## config.mk

```make
export PLATFORM = sky130hd
export DESIGN_NAME = lcd_init_seq
export DESIGN_NICKNAME = d
export VERILOG_FILES = /design/src/rtl/lcd_init_pkg.sv /design/src/rtl/lcd_init_timer.sv /design/src/rtl/lcd_init_rom.sv /design/src/rtl/lcd_init_seq.sv
export SDC_FILE = /design/constraint.sdc
export NUM_CORES = 1
export LEC_CHECK = 0
export BUFFER_PORTS_ARGS = -buffer_cell sky130_fd_sc_hd__clkbuf_2
export CORE_AREA = 3 3 67 57
export DETAILED_ROUTE_END_ITERATION = 10
export DIE_AREA = 0 0 70 60
export PLACE_DENSITY = 0.71
export SLEW_MARGIN = 40
export SYNTH_ARGS = -nofsm -noshare
export SYNTH_HDL_FRONTEND = slang
export SYNTH_SLANG_ARGS = --single-unit
```

## constraint.sdc

```tcl
create_clock -name clk -period 2 [get_ports clk]
set_input_delay 0.4 -clock clk [delete_from_list [all_inputs] [get_ports clk]]
set_output_delay 0.4 -clock clk [all_outputs]
set_load 0.05 [all_outputs]
```

## src/rtl/lcd_init_pkg.sv

```systemverilog
package lcd_init_pkg;

  localparam int unsigned NUM_INSTR = 6;

  typedef enum logic [2:0] {
    ST_IDLE,
    ST_RST,
    ST_WAIT,
    ST_SLOT,
    ST_DONE
  } seq_state_e;

  // convert microseconds to clock cycles, never below one cycle
  function automatic int unsigned us_to_cyc(int unsigned us, int unsigned khz);
    longint unsigned c;
    c = (longint'(us) * longint'(khz)) / 1000;
    return (c < 1) ? 1 : int'(c);
  endfunction

  function automatic logic [7:0] enc_fset(logic dl, logic n, logic dt, logic ms);
    return {3'b001, dl, n, dt, ms, 1'b0};
  endfunction

  function automatic logic [7:0] enc_bias(logic mlc, logic mls, logic bs5);
    return {5'b00010, mlc, mls, bs5};
  endfunction

  function automatic logic [7:0] enc_disp(logic d, logic c, logic b);
    return {5'b00001, d, c, b};
  endfunction

  function automatic logic [7:0] enc_entry(logic id, logic s);
    return {6'b000001, id, s};
  endfunction

  function automatic logic [7:0] enc_psave(logic ps);
    return {7'b0000001, ps};
  endfunction

endpackage

```

## src/rtl/lcd_init_timer.sv

```systemverilog
module lcd_init_timer #(
  parameter int unsigned CNT_W = 8
) (
  input  logic             clk,
  input  logic             rst_n,
  input  logic             load,
  input  logic [CNT_W-1:0] load_val,
  output logic [CNT_W-1:0] cnt,
  output logic             zero
);

  logic [CNT_W-1:0] cnt_nxt;

  always_comb begin
    if (load) begin
      cnt_nxt = load_val;
    end else if (cnt != '0) begin
      cnt_nxt = cnt - 1'b1;
    end else begin
      cnt_nxt = cnt;
    end
  end

  always_ff @(posedge clk or negedge rst_n) begin
    if (!rst_n) begin
      cnt <= '0;
    end else begin
      cnt <= cnt_nxt;
    end
  end

  assign zero = (cnt == '0);

  // the counter never wraps below zero between loads
  a_r6_no_underflow: assert property (@(posedge clk) disable iff (!rst_n)
    (!load && zero) |=> zero);

endmodule

```

## src/rtl/lcd_init_rom.sv

```systemverilog
module lcd_init_rom
  import lcd_init_pkg::*;
#(
  parameter int unsigned IDX_W    = 3,
  parameter bit          FS_DL    = 1'b1,
  parameter bit          FS_N     = 1'b0,
  parameter bit          FS_DT    = 1'b0,
  parameter bit          BIAS_MLC = 1'b0,
  parameter bit          BIAS_MLS = 1'b0,
  parameter bit          BIAS_BS5 = 1'b1,
  parameter bit          DISP_D   = 1'b1,
  parameter bit          DISP_C   = 1'b1,
  parameter bit          DISP_B   = 1'b0,
  parameter bit          ENT_ID   = 1'b0,
  parameter bit          ENT_S    = 1'b0
) (
  input  logic [IDX_W-1:0] idx,
  output logic [7:0]       code
);

  // order of entries is the required issue order
  always_comb begin
    case (idx)
      IDX_W'(0): code = enc_fset(FS_DL, FS_N, FS_DT, 1'b0);
      IDX_W'(1): code = enc_fset(FS_DL, FS_N, FS_DT, 1'b1);
      IDX_W'(2): code = enc_bias(BIAS_MLC, BIAS_MLS, BIAS_BS5);
      IDX_W'(3): code = enc_disp(DISP_D, DISP_C, DISP_B);
      IDX_W'(4): code = enc_entry(ENT_ID, ENT_S);
      IDX_W'(5): code = enc_psave(1'b0);
      default:   code = 8'h00;
    endcase
  end

endmodule

```

## src/rtl/lcd_init_seq.sv

```systemverilog
module lcd_init_seq
  import lcd_init_pkg::*;
#(
  parameter int unsigned CLK_KHZ     = 125000,
  parameter int unsigned RST_LOW_US  = 10,
  parameter int unsigned RST_WAIT_US = 2000,
  parameter int unsigned TCYC_US     = 500,
  parameter int unsigned SETUP_CYC   = 4,
  parameter int unsigned EN_CYC      = 60,
  parameter int unsigned HOLD_CYC    = 4,
  parameter bit          FS_DL       = 1'b1,
  parameter bit          FS_N        = 1'b0,
  parameter bit          FS_DT       = 1'b0,
  parameter bit          BIAS_MLC    = 1'b0,
  parameter bit          BIAS_MLS    = 1'b0,
  parameter bit          BIAS_BS5    = 1'b1,
  parameter bit          DISP_D      = 1'b1,
  parameter bit          DISP_C      = 1'b1,
  parameter bit          DISP_B      = 1'b0,
  parameter bit          ENT_ID      = 1'b0,
  parameter bit          ENT_S       = 1'b0
) (
  input  logic       clk,
  input  logic       rst_n,
  input  logic       start,
  output logic       lcd_rst_n,
  output logic       lcd_rs,
  output logic       lcd_rw,
  output logic       lcd_en,
  output logic [7:0] lcd_db,
  output logic       busy,
  output logic       done
);

  localparam int unsigned RST_LOW_CYC = us_to_cyc(RST_LOW_US, CLK_KHZ);
  localparam int unsigned WAIT_CYC    = us_to_cyc(RST_WAIT_US, CLK_KHZ);
  localparam int unsigned TCYC_CYC    = us_to_cyc(TCYC_US, CLK_KHZ);
  localparam int unsigned FRAME_CYC   = SETUP_CYC + EN_CYC + HOLD_CYC;
  localparam int unsigned SLOT_CYC    = (TCYC_CYC > FRAME_CYC) ? TCYC_CYC : FRAME_CYC;
  localparam int unsigned MAX_A       = (RST_LOW_CYC > WAIT_CYC) ? RST_LOW_CYC : WAIT_CYC;
  localparam int unsigned MAX_CNT     = (MAX_A > SLOT_CYC) ? MAX_A : SLOT_CYC;
  localparam int unsigned CNT_W       = $clog2(MAX_CNT + 1);
  localparam int unsigned IDX_W       = $clog2(NUM_INSTR);
  localparam int unsigned GAP_W       = CNT_W + 1;

  localparam logic [IDX_W-1:0] LAST_IDX  = IDX_W'(NUM_INSTR - 1);
  localparam logic [CNT_W-1:0] RST_LOAD  = CNT_W'(RST_LOW_CYC - 1);
  localparam logic [CNT_W-1:0] WAIT_LOAD = CNT_W'(WAIT_CYC - 1);
  localparam logic [CNT_W-1:0] SLOT_LOAD = CNT_W'(SLOT_CYC - 1);
  localparam logic [CNT_W-1:0] EN_LO     = CNT_W'(SETUP_CYC);
  localparam logic [CNT_W-1:0] EN_HI     = CNT_W'(SETUP_CYC + EN_CYC);

  // reset: asynchronous assert, synchronous release
  logic [1:0] rsync_q;
  logic       srst_n;

  always_ff @(posedge clk or negedge rst_n) begin
    if (!rst_n) begin
      rsync_q <= 2'b00;
    end else begin
      rsync_q <= {rsync_q[0], 1'b1};
    end
  end
  assign srst_n = rsync_q[1];

  seq_state_e       state_q, state_d;
  logic [IDX_W-1:0] idx_q, idx_d;
  logic             tmr_load;
  logic [CNT_W-1:0] tmr_val;
  logic [CNT_W-1:0] tmr_cnt;
  logic             tmr_zero;
  logic [7:0]       rom_code;
  logic [CNT_W-1:0] slot_pos;

  lcd_init_timer #(.CNT_W(CNT_W)) u_timer (
    .clk      (clk),
    .rst_n    (srst_n),
    .load     (tmr_load),
    .load_val (tmr_val),
    .cnt      (tmr_cnt),
    .zero     (tmr_zero)
  );

  lcd_init_rom #(
    .IDX_W    (IDX_W),
    .FS_DL    (FS_DL),
    .FS_N     (FS_N),
    .FS_DT    (FS_DT),
    .BIAS_MLC (BIAS_MLC),
    .BIAS_MLS (BIAS_MLS),
    .BIAS_BS5 (BIAS_BS5),
    .DISP_D   (DISP_D),
    .DISP_C   (DISP_C),
    .DISP_B   (DISP_B),
    .ENT_ID   (ENT_ID),
    .ENT_S    (ENT_S)
  ) u_rom (
    .idx  (idx_q),
    .code (rom_code)
  );

  // next-state logic
  always_comb begin
    state_d  = state_q;
    idx_d    = idx_q;
    tmr_load = 1'b0;
    tmr_val  = '0;
    case (state_q)
      ST_IDLE, ST_DONE: begin
        if (start) begin
          state_d  = ST_RST;
          tmr_load = 1'b1;
          tmr_val  = RST_LOAD;
        end
      end
      ST_RST: begin
        if (tmr_zero) begin
          state_d  = ST_WAIT;
          tmr_load = 1'b1;
          tmr_val  = WAIT_LOAD;
        end
      end
      ST_WAIT: begin
        if (tmr_zero) begin
          state_d  = ST_SLOT;
          idx_d    = '0;
          tmr_load = 1'b1;
          tmr_val  = SLOT_LOAD;
        end
      end
      ST_SLOT: begin
        if (tmr_zero) begin
          if (idx_q == LAST_IDX) begin
            state_d = ST_DONE;
          end else begin
            idx_d    = idx_q + 1'b1;
            tmr_load = 1'b1;
            tmr_val  = SLOT_LOAD;
          end
        end
      end
      default: state_d = ST_IDLE;
    endcase
  end

  // state registers
  always_ff @(posedge clk or negedge srst_n) begin
    if (!srst_n) begin
      state_q <= ST_IDLE;
      idx_q   <= '0;
    end else begin
      state_q <= state_d;
      idx_q   <= idx_d;
    end
  end

  // strobe decode from the position inside the slot
  assign slot_pos  = SLOT_LOAD - tmr_cnt;
  assign lcd_en    = (state_q == ST_SLOT) && (slot_pos >= EN_LO) && (slot_pos < EN_HI);
  assign lcd_db    = (state_q == ST_SLOT) ? rom_code : 8'h00;
  assign lcd_rs    = 1'b0;
  assign lcd_rw    = 1'b0;
  assign lcd_rst_n = !((state_q == ST_IDLE) || (state_q == ST_RST));
  assign busy      = (state_q == ST_RST) || (state_q == ST_WAIT) || (state_q == ST_SLOT);
  assign done      = (state_q == ST_DONE);

  // checker state: strobe spacing
  logic             en_q;
  logic             seen_en_q;
  logic [GAP_W-1:0] gap_q;

  always_ff @(posedge clk or negedge srst_n) begin
    if (!srst_n) begin
      en_q      <= 1'b0;
      seen_en_q <= 1'b0;
      gap_q     <= '0;
    end else begin
      en_q <= lcd_en;
      if (lcd_en && !en_q) begin
        seen_en_q <= 1'b1;
        gap_q     <= GAP_W'(1);
      end else if (gap_q != '1) begin
        gap_q <= gap_q + 1'b1;
      end
    end
  end

  a_r6_min_spacing: assert property (@(posedge clk) disable iff (!srst_n)
    (lcd_en && !en_q && seen_en_q) |-> (gap_q >= GAP_W'(TCYC_CYC)));

  a_r5_db_stable: assert property (@(posedge clk) disable iff (!srst_n)
    (lcd_en && en_q) |-> $stable(lcd_db));

  a_r2_no_strobe_in_reset: assert property (@(posedge clk) disable iff (!srst_n)
    !lcd_rst_n |-> !lcd_en);

  a_r7_busy_done_excl: assert property (@(posedge clk) disable iff (!srst_n)
    !(busy && done));

  a_r7_done_holds: assert property (@(posedge clk) disable iff (!srst_n)
    (done && !start) |=> done);

  a_r8_busy_ignores_start: assert property (@(posedge clk) disable iff (!srst_n)
    (busy && lcd_rst_n) |=> lcd_rst_n);

endmodule

```

Word-level counts from Yosys, hierarchy flattened
Cells that the tools add are included.
{"block": "word_totals", "register_bits": 26, "in_bits": 3, "word_cells": 65, "out_inout_bits": 14}
{"block": "op_classes", "n_mux": 25, "n_eq_ne": 15, "n_lt_le_gt_ge": 2, "reduce_logical": 16, "addsub": 3}
{"op": "$pmux 18 s4", "count": 1}
{"op": "$mux 18", "count": 3}
{"op": "$mux 16", "count": 3}
{"op": "$pmux 6 s6", "count": 1}
{"op": "$mux 3", "count": 8}
{"op": "$ge 18x3->1 const B", "count": 1}
{"op": "$logic_not 18->1", "count": 1}
{"op": "$lt 18x7->1 const B", "count": 1}
{"op": "$reduce_bool 18->1", "count": 1}
{"op": "$sub 16x18->18 const A", "count": 1}
{"op": "$sub 18x1->18 const B", "count": 1}
{"op": "$eq 3x2->1 const B", "count": 4}
{"op": "$ne 2x2->1 const B", "count": 6}
{"op": "$pmux 3 s4", "count": 1}
{"op": "$mux 11", "count": 1}
{"op": "$eq 3x3->1 const B", "count": 3}
{"op": "$mux 8", "count": 1}
{"op": "$eq 3x1->1 const B", "count": 2}
{"op": "$logic_not 3->1", "count": 2}
{"op": "$pmux 3 s2", "count": 1}
{"op": "$reduce_and 5->1", "count": 1}
{"op": "$mux 1", "count": 4}
{"op": "$reduce_and 4->1", "count": 1}
{"op": "$reduce_bool 2->1", "count": 2}
{"op": "other kinds (6)", "count": 10}

Depth between registers and ports, before layout
Gate-level depths: netlist (run 1).
{"block": "logic_depth", "word_depth": 5, "ltp_mapped": 9, "ltp_nobuf": 7}

By module
A second synthesis (run 1) with hierarchy kept.
{"block": "unflattened", "hier_cells": 226, "hier_area_um2": 1878.1}
{"module": "lcd_init_timer", "instances": 1, "area_each_um2": 1141.1, "cells_each": 127, "seq_area_each_um2": 450.4}
{"module": "lcd_init_seq", "instances": 1, "area_each_um2": 674.4, "cells_each": 88, "seq_area_each_um2": 200.2}
{"module": "lcd_init_rom", "instances": 1, "area_each_um2": 62.6, "cells_each": 11, "seq_area_each_um2": 0.0}

Worst setup path before layout (run 1)
Ideal clock, no wire load.
{"block": "synth_timing", "path_kind": "register to output", "from": "register state_q[0]", "to": "output lcd_db[4]", "n_path_buf": 0, "arrival_ps": 2356, "slack_ps": -756, "t_required_ps": 1600, "stages_incl_launch_ff": 5, "path_cell_list": "dfrtp_1 nor2b_1 nand2_1 nor3_1 or2_2"}
{"block": "synth_between", "elab_chain_len": 2}
{"element": "start: declaration", "line_no": "lcd_init_seq.sv:66", "source": "seq_state_e state_q, state_d;"}
{"element": "start signal: assignment", "line_no": "lcd_init_seq.sv:152", "source": "state_q <= state_d;"}
{"element": "$eq 3x2->1", "line_no": "lcd_init_seq.sv:160", "source": "assign lcd_db = (state_q == ST_SLOT) ? rom_code : 8'h00;"}
{"element": "$mux 8", "line_no": "lcd_init_seq.sv:160"}
{"element": "end: declaration", "line_no": "lcd_init_seq.sv:30", "source": "output logic [7:0] lcd_db,"}
No other way between the ends.

Worst setup path in the final report (run 1)
{"block": "layout_timing", "from": "register u_timer.cnt[11]", "to": "output lcd_en"}
{"block": "layout_between", "elab_chain_len": 4, "elab_cells_between_ends": 5, "classes_between": "add/sub (1); order compare (2); reduce/logical (2)"}
{"element": "start: declaration", "line_no": "lcd_init_timer.sv:8", "source": "output logic [CNT_W-1:0] cnt,"}
{"element": "start signal: assignment", "line_no": "lcd_init_timer.sv:28", "source": "cnt <= cnt_nxt;"}
{"element": "$sub 16x18->18 *", "line_no": "lcd_init_seq.sv:158", "source": "assign slot_pos = SLOT_LOAD - tmr_cnt;"}
{"element": "$ge 18x3->1", "line_no": "lcd_init_seq.sv:159", "source": "assign lcd_en = (state_q == ST_SLOT) && (slot_pos >= EN_LO) && (slot_pos < EN_HI);"}
{"element": "$logic_and 1x1->1", "line_no": "lcd_init_seq.sv:159"}
{"element": "$logic_and 1x1->1 *", "line_no": "lcd_init_seq.sv:159"}
{"element": "end: declaration", "line_no": "lcd_init_seq.sv:29", "source": "output logic lcd_en,"}
Mark *: on every way between the ends. The rest lies on a longest branch, timed or not.

==> results of run 1 <==
-- sequential cells by signal, indices dropped and copies added (netlist names) --
register,cells
state_q,3
rsync_q,2
u_timer.cnt,18
idx_q,3
-- final timing paths --
kind / start / end / depth (start not counted)
setup / recovery: u_timer.cnt[11] / lcd_en / 4
hold / removal: rsync_q[1] / idx_q[2] / 0
setup reg to reg: u_timer.cnt[12] / state_q[0] / 5
hold reg to reg: rsync_q[1] / idx_q[2] / 0
max in group asynchronous: rsync_q[1] / state_q[2] / 1
min in group clk: rsync_q[0] / rsync_q[1] / 0
-- worst reg2reg max path: cells and delay by family, from the launching register on --
family	cells	cell delay (ns)
AND/OR/NAND/NOR	3	1.25
AO/OA/AOI/OAI	2	0.24
flip-flops	1	0.41
-- Yosys cell counts (3+ instances only) --
cell type	n
nor3_1	8
nor4_1	9
nor2b_1	3
inv_1	8
nand3_1	9
and2_1	3
buf_4	5
or4_1	3
clkbuf_1	4
xor2_1	3
dfrtp_1	26
o21ai_2	3
nand2b_1	3
nor2_1	23
ha_1	7
xnor2_1	10
o21ai_0	9
nand2_1	15
a21oi_1	3
-- routing by layer --
metal	share of wire, %	routed length (um)	track usage, %
met4	2.8	131	3.005
met1	43	2012	30.46
met2	47	2210	36.20
met3	7.0	327	4.706
met5	0	0	0
-- cell type report --
class	count	area, um2
multi-input cells	146	1144
flip-flops and latches	26	653.1
well taps	40	50.05
inverters	8	30.03
fillers	210	833.3
clock buffers	4	55.05
repair buffers	43	342.8
-- logic make-up after synthesis --
kind of cell             count (synthesis)  share of synthesized area (%)
AND/OR/NAND/NOR                         93                          30.18
AO/OA/AOI/OAI                           26                          11.04
flip-flops                              26                          39.04
buffers and inverters                   19                          5.931
XOR/XNOR                                13                          6.832
adder cells (fa/ha/maj)                  7                          5.255
other                                    2                         0.4506
multiplexers                             2                          1.276
-- report_power, final --
part,switching [mW],internal (mW)
Sequential,0.00160,0.527
Clock,0.175,0.177
Combinational,0.0268,0.00411
Total,0.204,0.708
-- per-stage QoR --
step	std cells	setup TNS [ns]	instance area [um2]	hold slack (ns)	setup WS, ns
2_1_floorplan	191	-0.5044	1713	0.1044	-0.1267
3_3_place_gp	254	-0.2168	1919	0.04400	-0.06171
3_5_place_dp	254	-0.7213	1919	0.05079	-0.1088
4_1_cts	266	-0.06581	2176	0.06128	-0.06503
5_1_grt	267	-1.214	2275	0.07386	-0.1205
6_report	267	-0.2909	2275	0.05782	-0.07487
-- repair_timing --
item | 4_1_cts | 5_1_grt
hold buffers | 1 | 0
resized for setup | 32 | 26
buffers inserted | 7 | 1
pin swaps | 6 | 9
gates cloned | 0 | 0
endpoints found under the hold margin | 2 | 0
endpoints found under the setup margin | 17 | 26
==> out/qor.yml, run 1 <==
run_status: "complete, but fails checks"
violations: "setup timing"
drcViolationCount: 0
antenna-diode-count: 0
yosysWarnings: 0
synth_area_mm2: 0.001667
grt_pass1_vias: 1522
grt_setup_unrepaired: "yes"
worstPathMaxFanout: 2
hold_violations: 0
dieHeight_um: 60
grt_max_degree: 22
setup_ws_ns: -0.07487
crit_buf_inv: 2
max_freq_mhz: 482.0
start_util_pct: 53.62
htreeDepth: 1
fin_skew_ns: 0.007267
finalCriticalPeriod_ns: 2.075
final-max-slew-violation-count: 0
cap_violations: 0
max_slew_margin_pct: 66.27
die_w_um: 70
critical_path_arrival_ns: 1.67
final_antenna_net_count: 0
synth_top_area_share_pct: 39.04
worstPathRequired_ns: 1.60
slowest_delay_ns: 0.54
r2r_slack_ns: -0.04
rows: 18
grt_pass1_wl_mm: 7.286
timing.final.crit_share_pct: 103.7
insertion_delay_ns: 0.28
total_power_mw: 0.9117
first_pass_iters: 4
drive_gt1_share_pct: 40.09
crit_family: "simple AND/OR/NAND/NOR gates"
p_leak_nw: 0.9087
cts_num_sinks: 26
gp_congestion: 0.8901
clk_pin_slew_ns: 0.09
antenna_found_initial: 0
worst_setup_path_end_kind: "output port"
cts_tree: "built"
crit_type: "register to output port"
grt_overflow_total: 0
synth_edf_count: 0
io_buffers: 12
tightest_slew_ns: 0.5047
synth_cell_type_count: 46
post_drt_wl_per_cell_um: 17.53
ir_drop_v: 0.0003321
final_cell_mix: "28 x buf_4, 24 x dfrtp_1, 20 x nor2_1, 13 x nand2_1, 9 x xnor2_1"
area_growth_pct: 36.49
critical_path.cell_chain: "buf_6 -> or4_4 -> nor3_4 -> buf_8"
fin_nets: 238
vias: 1571
core-area_mm2: 0.003108
ys_async_sr_fraction_pct: 100.0
syn_inst: 188
startpoint_type: "register"
synth_seq_cells: 26
synth_top_cell_by_area: "dfrtp_1"
synth.avg_cell_area_um2: 8.865
synthFlopType: "dfrtp_1"
grt_usage_pct: 21.85
layout_commonest_cell: "buf_4"
synth-seq-area-share_pct: 39.04
io_pins: 17
utilization_pct: 73.19
drtIter0Drc: 138
synthTopCellsByArea: "dfrtp_1 39%, ha_1 5.3%, xnor2_1 5.3%"
routed_wirelength_mm: 4.681
pwr_density_cell_mw_per_mm2: 400.8
min_path_type: "register to asynchronous set/reset pin"
cts_max_path_buffers: 2
die_area_mm2: 0.004200
dp_hpwl_mm: 3.013
cts_buffers: 3
vias_per_cell: 5.884
setup_viol: 13
root_buffer: "clkbuf_8"
cpMaxStageDelayCell: "or4_4"
No activity file was read; power rests on OpenSTA's default activity.
==> run 2: changes to the inputs <==
--- a/config.mk
+++ b/config.mk
@@ -6,11 +6,12 @@
 export NUM_CORES = 1
 export LEC_CHECK = 0
 export BUFFER_PORTS_ARGS = -buffer_cell sky130_fd_sc_hd__clkbuf_2
-export CORE_AREA = 3 3 67 57
+export CORE_AREA = 3 3 71 60
 export DETAILED_ROUTE_END_ITERATION = 10
-export DIE_AREA = 0 0 70 60
-export PLACE_DENSITY = 0.71
+export DIE_AREA = 0 0 74 63
+export PLACE_DENSITY = 0.7
 export SLEW_MARGIN = 40
 export SYNTH_ARGS = -nofsm -noshare
 export SYNTH_HDL_FRONTEND = slang
+export SYNTH_HIERARCHICAL = 1
 export SYNTH_SLANG_ARGS = --single-unit
==> run 2 against run 1 <==
Compared with the run above:
- the run still ends with setup timing left
- flip-flop and latch count unchanged
- clock power about the same
- area after synthesis increased by 13%
- final cell count increased by 34%
- sequential power increased by 54%
- synthesized cell count increased by 20%
- global-route usage increased by 8.6 points
- wire length increased by 51%
- largest cell class unchanged
==> out/qor.yml, run 2 <==
post_drt_wl_per_cell_um: 19.76  # +13%
largest_reg_flops: 18  # unchanged
clkPwrFrac_pct: 11.8  # -27 points
die_area_mm2: 0.004662  # +11%
antenna_found_initial: 0  # unchanged
layout_commonest_cell: "buf_4"
final_cell_area_mm2: 0.003042  # +34%
clk_pin_slew_ns: 0.10  # about the same
syn_inst: 226  # +20%
start_util_pct: 51.05  # -2.6 points
io_buffers: 12  # unchanged
htreeDepth: 1  # unchanged
rows: 20  # +2
crit_type: "register to output port"
stdcell_count: 358  # +34%
grt_setup_unrepaired: "yes"
grt_pass1_vias: 2212  # +45%
routed_wirelength_mm: 7.073  # +51%
cts_max_path_buffers: 2  # unchanged
vias: 2306  # +47%
worstPathMaxFanout: 5  # +3
grt_pass1_wl_mm: 10.87  # +49%
worst_setup_path_end_kind: "output port"
synth_edf_count: 0  # unchanged
min_path_type: "register to asynchronous set/reset pin"
dpl_worst_slack_ns: -0.4758  # -0.3670 ns
grt_max_degree: 25  # +14%
dp_hpwl_mm: 3.991  # +32%
switchingPower_mw: 1.299  # +540%
netlist_top_cells_count: "26 x dfrtp_1, 24 x nand2_1, 15 x inv_1, 15 x nor2_1, 14 x o31ai_1"
p_sw_share_pct: 43.32  # +21 points
first_pass_iters: 5  # +1
dp.cells: 331  # +30%
final-max-slew-violation-count: 0  # unchanged
critical_path_arrival_ns: 2.25  # +0.58 ns
violations: "setup timing"
critical_path.cell_chain: "or4_4 -> o31ai_2 -> o41ai_1 -> buf_4 -> nor4_4 -> clkbuf_8"
run_status: "complete, but fails checks"
setup_viol: 22  # +9
slowest_delay_ns: 0.60  # +0.06 ns
setup_ws_ns: -0.6517  # -0.5768 ns
synth_top_cell_by_area: "dfrtp_1"
pwr_density_cell_mw_per_mm2: 986.2  # +150%
fin_nets: 321  # +35%
synth-seq-area-share_pct: 34.64  # -4.4 points
ir_drop_v: 0.0004509  # +36%
drcViolationCount: 0  # unchanged
synth_seq_cells: 26  # unchanged
drtIter0Drc: 225  # +63%
synth_cell_type_count: 55  # +20%
cts_tree: "built"
ys_async_sr_fraction_pct: 100.0  # unchanged
pwr-share-comb_pct: 61.1  # +58 points
reg_top3: "u_timer/cnt: 18 flops, idx_q: 3 flops, state_q: 3 flops"
seqPwrFrac_pct: 27.2  # -31 points
synth.avg_cell_area_um2: 8.310  # -6.3%
timing.final.crit_share_pct: 132.6  # +29 points
p_int_mw: 1.700  # +140%
drive_gt1_share_pct: 44.59  # +4.5 points
yosysMostFrequentCell: "dfrtp_1"
synthFlopType: "dfrtp_1"
fin_skew_ns: 0.006896  # -0.0003704 ns
grt_usage_pct: 30.45  # +8.6 points
die_w_um: 74  # +5.7%
final_antenna_net_count: 0  # unchanged
max_freq_mhz: 377.1  # -22%
synth_area_mm2: 0.001878  # +13%
antenna-diode-count: 0  # unchanged
startpoint_type: "register"
area_growth_pct: 61.96
final_cell_mix: "56 x buf_4, 24 x dfrtp_1, 17 x nand2_1, 13 x inv_1, 13 x nor2_1"
cts_buffers: 3  # unchanged
insertion_delay_ns: 0.28  # about the same
grt_overflow_total: 0  # unchanged
crit_family: "simple AND/OR/NAND/NOR gates"
root_buffer: "clkbuf_8"
dieHeight_um: 63  # +5.0%
core-area_mm2: 0.003679  # +18%
finalCriticalPeriod_ns: 2.652  # +0.5768 ns
place_area_mm2: 0.002446  # +27%
yosysWarnings: 6  # +6
cap_violations: 0  # unchanged
p_leak_nw: 1.375  # +51%
hold_violations: 0  # unchanged
cpMaxStageDelayCell: "or4_4"
top_register: "u_timer/cnt"
crit_buf_inv: 2  # unchanged
nFillCells: 203  # -3.3%
worstPathRequired_ns: 1.60  # about the same
vias_per_cell: 6.441  # +9.5%
synth_top_area_share_pct: 34.64  # -4.4 points
fin_setup_tns_ns: -10.06  # -9.771 ns
synthTopCellsByArea: "dfrtp_1 35%, o31ai_1 5.6%, nand2_1 4.8%"
cts_num_sinks: 26  # unchanged
gp_congestion: 0.8582  # -3.6%
utilization_pct: 82.69  # +9.5 points
io_pins: 17  # unchanged
-- run 2: what timing repair did --
action | CTS | global route
hold buffers | 1 | 0
endpoints found under the hold margin | 2 | 0
buffers inserted | 14 | 6
pin swaps | 10 | 9
gates cloned | 4 | 0
resized for setup | 45 | 30
endpoints found under the setup margin | 21 | 28
-- run 2: power by group through the flow --
stage | registers, mW | logic [mW] | clock network [mW]
after floorplan | 0.921 | 0.683 | 0
after global placement | 0.801 | 1.36 | 0
after detailed placement | 0.808 | 1.40 | 0
after CTS | 0.801 | 1.62 | 0.351
after global routing | 0.833 | 1.93 | 0.367
final | 0.815 | 1.83 | 0.353
-- run 2: worst paths after layout --
check / start / end / slack, ns / cells after the start
min reg2reg: rsync_q[1] / state_q[2] / 0.23 / 1
min in group clk: start / state_q[2] / 0.37 / 2
min: rsync_q[1] / state_q[2] / 0.23 / 1
max reg2reg: u_timer/cnt[8] / u_timer/cnt[16] / -0.55 / 12
max in group asynchronous: rst_n / rsync_q[0] / 1.46 / 2
max: u_timer/cnt[8] / lcd_en / -0.65 / 6
-- run 2: logic make-up after synthesis --
| family | synth area share (%) |
|---|---|
| AOI/OAI and AO/OA | 21.52 |
| adders and majority gates | 1.999 |
| DFF | 34.64 |
| buffers and inverters | 6.329 |
| xor gates and xnor gates | 4.197 |
| muxes | 0.5330 |
| other | 0.5996 |
| and+or+nand+nor | 30.18 |
-- run 2: metal layers --
layer  part of all wire [%]  vias to the layer above  GRT usage (%)  wire length (um)
met4                    2.7                        0          9.050               192
met3                    8.8                       30          6.270               621
met5                      0                        -              0                 0
met1                     40                     1127          41.74              2805
li1                       -                     1001              -                 -
met2                     49                      148          47.79              3453
-- run 2: cell type report --
cell class,instances,area [um2],share of cell area [%]
clock buffers,4,55.05,1.810
flip-flops and latches,26,653.1,21.47
multi-input cells,179,1380,45.37
inverters,16,72.57,2.386
repair buffers,89,825.8,27.15
well taps,44,55.05,1.810
-- run 2: per-stage QoR --
| step | power, mW | hold slack, ns |
|---|---|---|
| after global routing | 3.126 | 0.2750 |
| after global placement | 2.162 | 0.1880 |
| after floorplan | 1.605 | 0.1044 |
| final | 3.000 | 0.2327 |
| after CTS | 2.774 | 0.2452 |
| after detailed placement | 2.209 | 0.1990 |
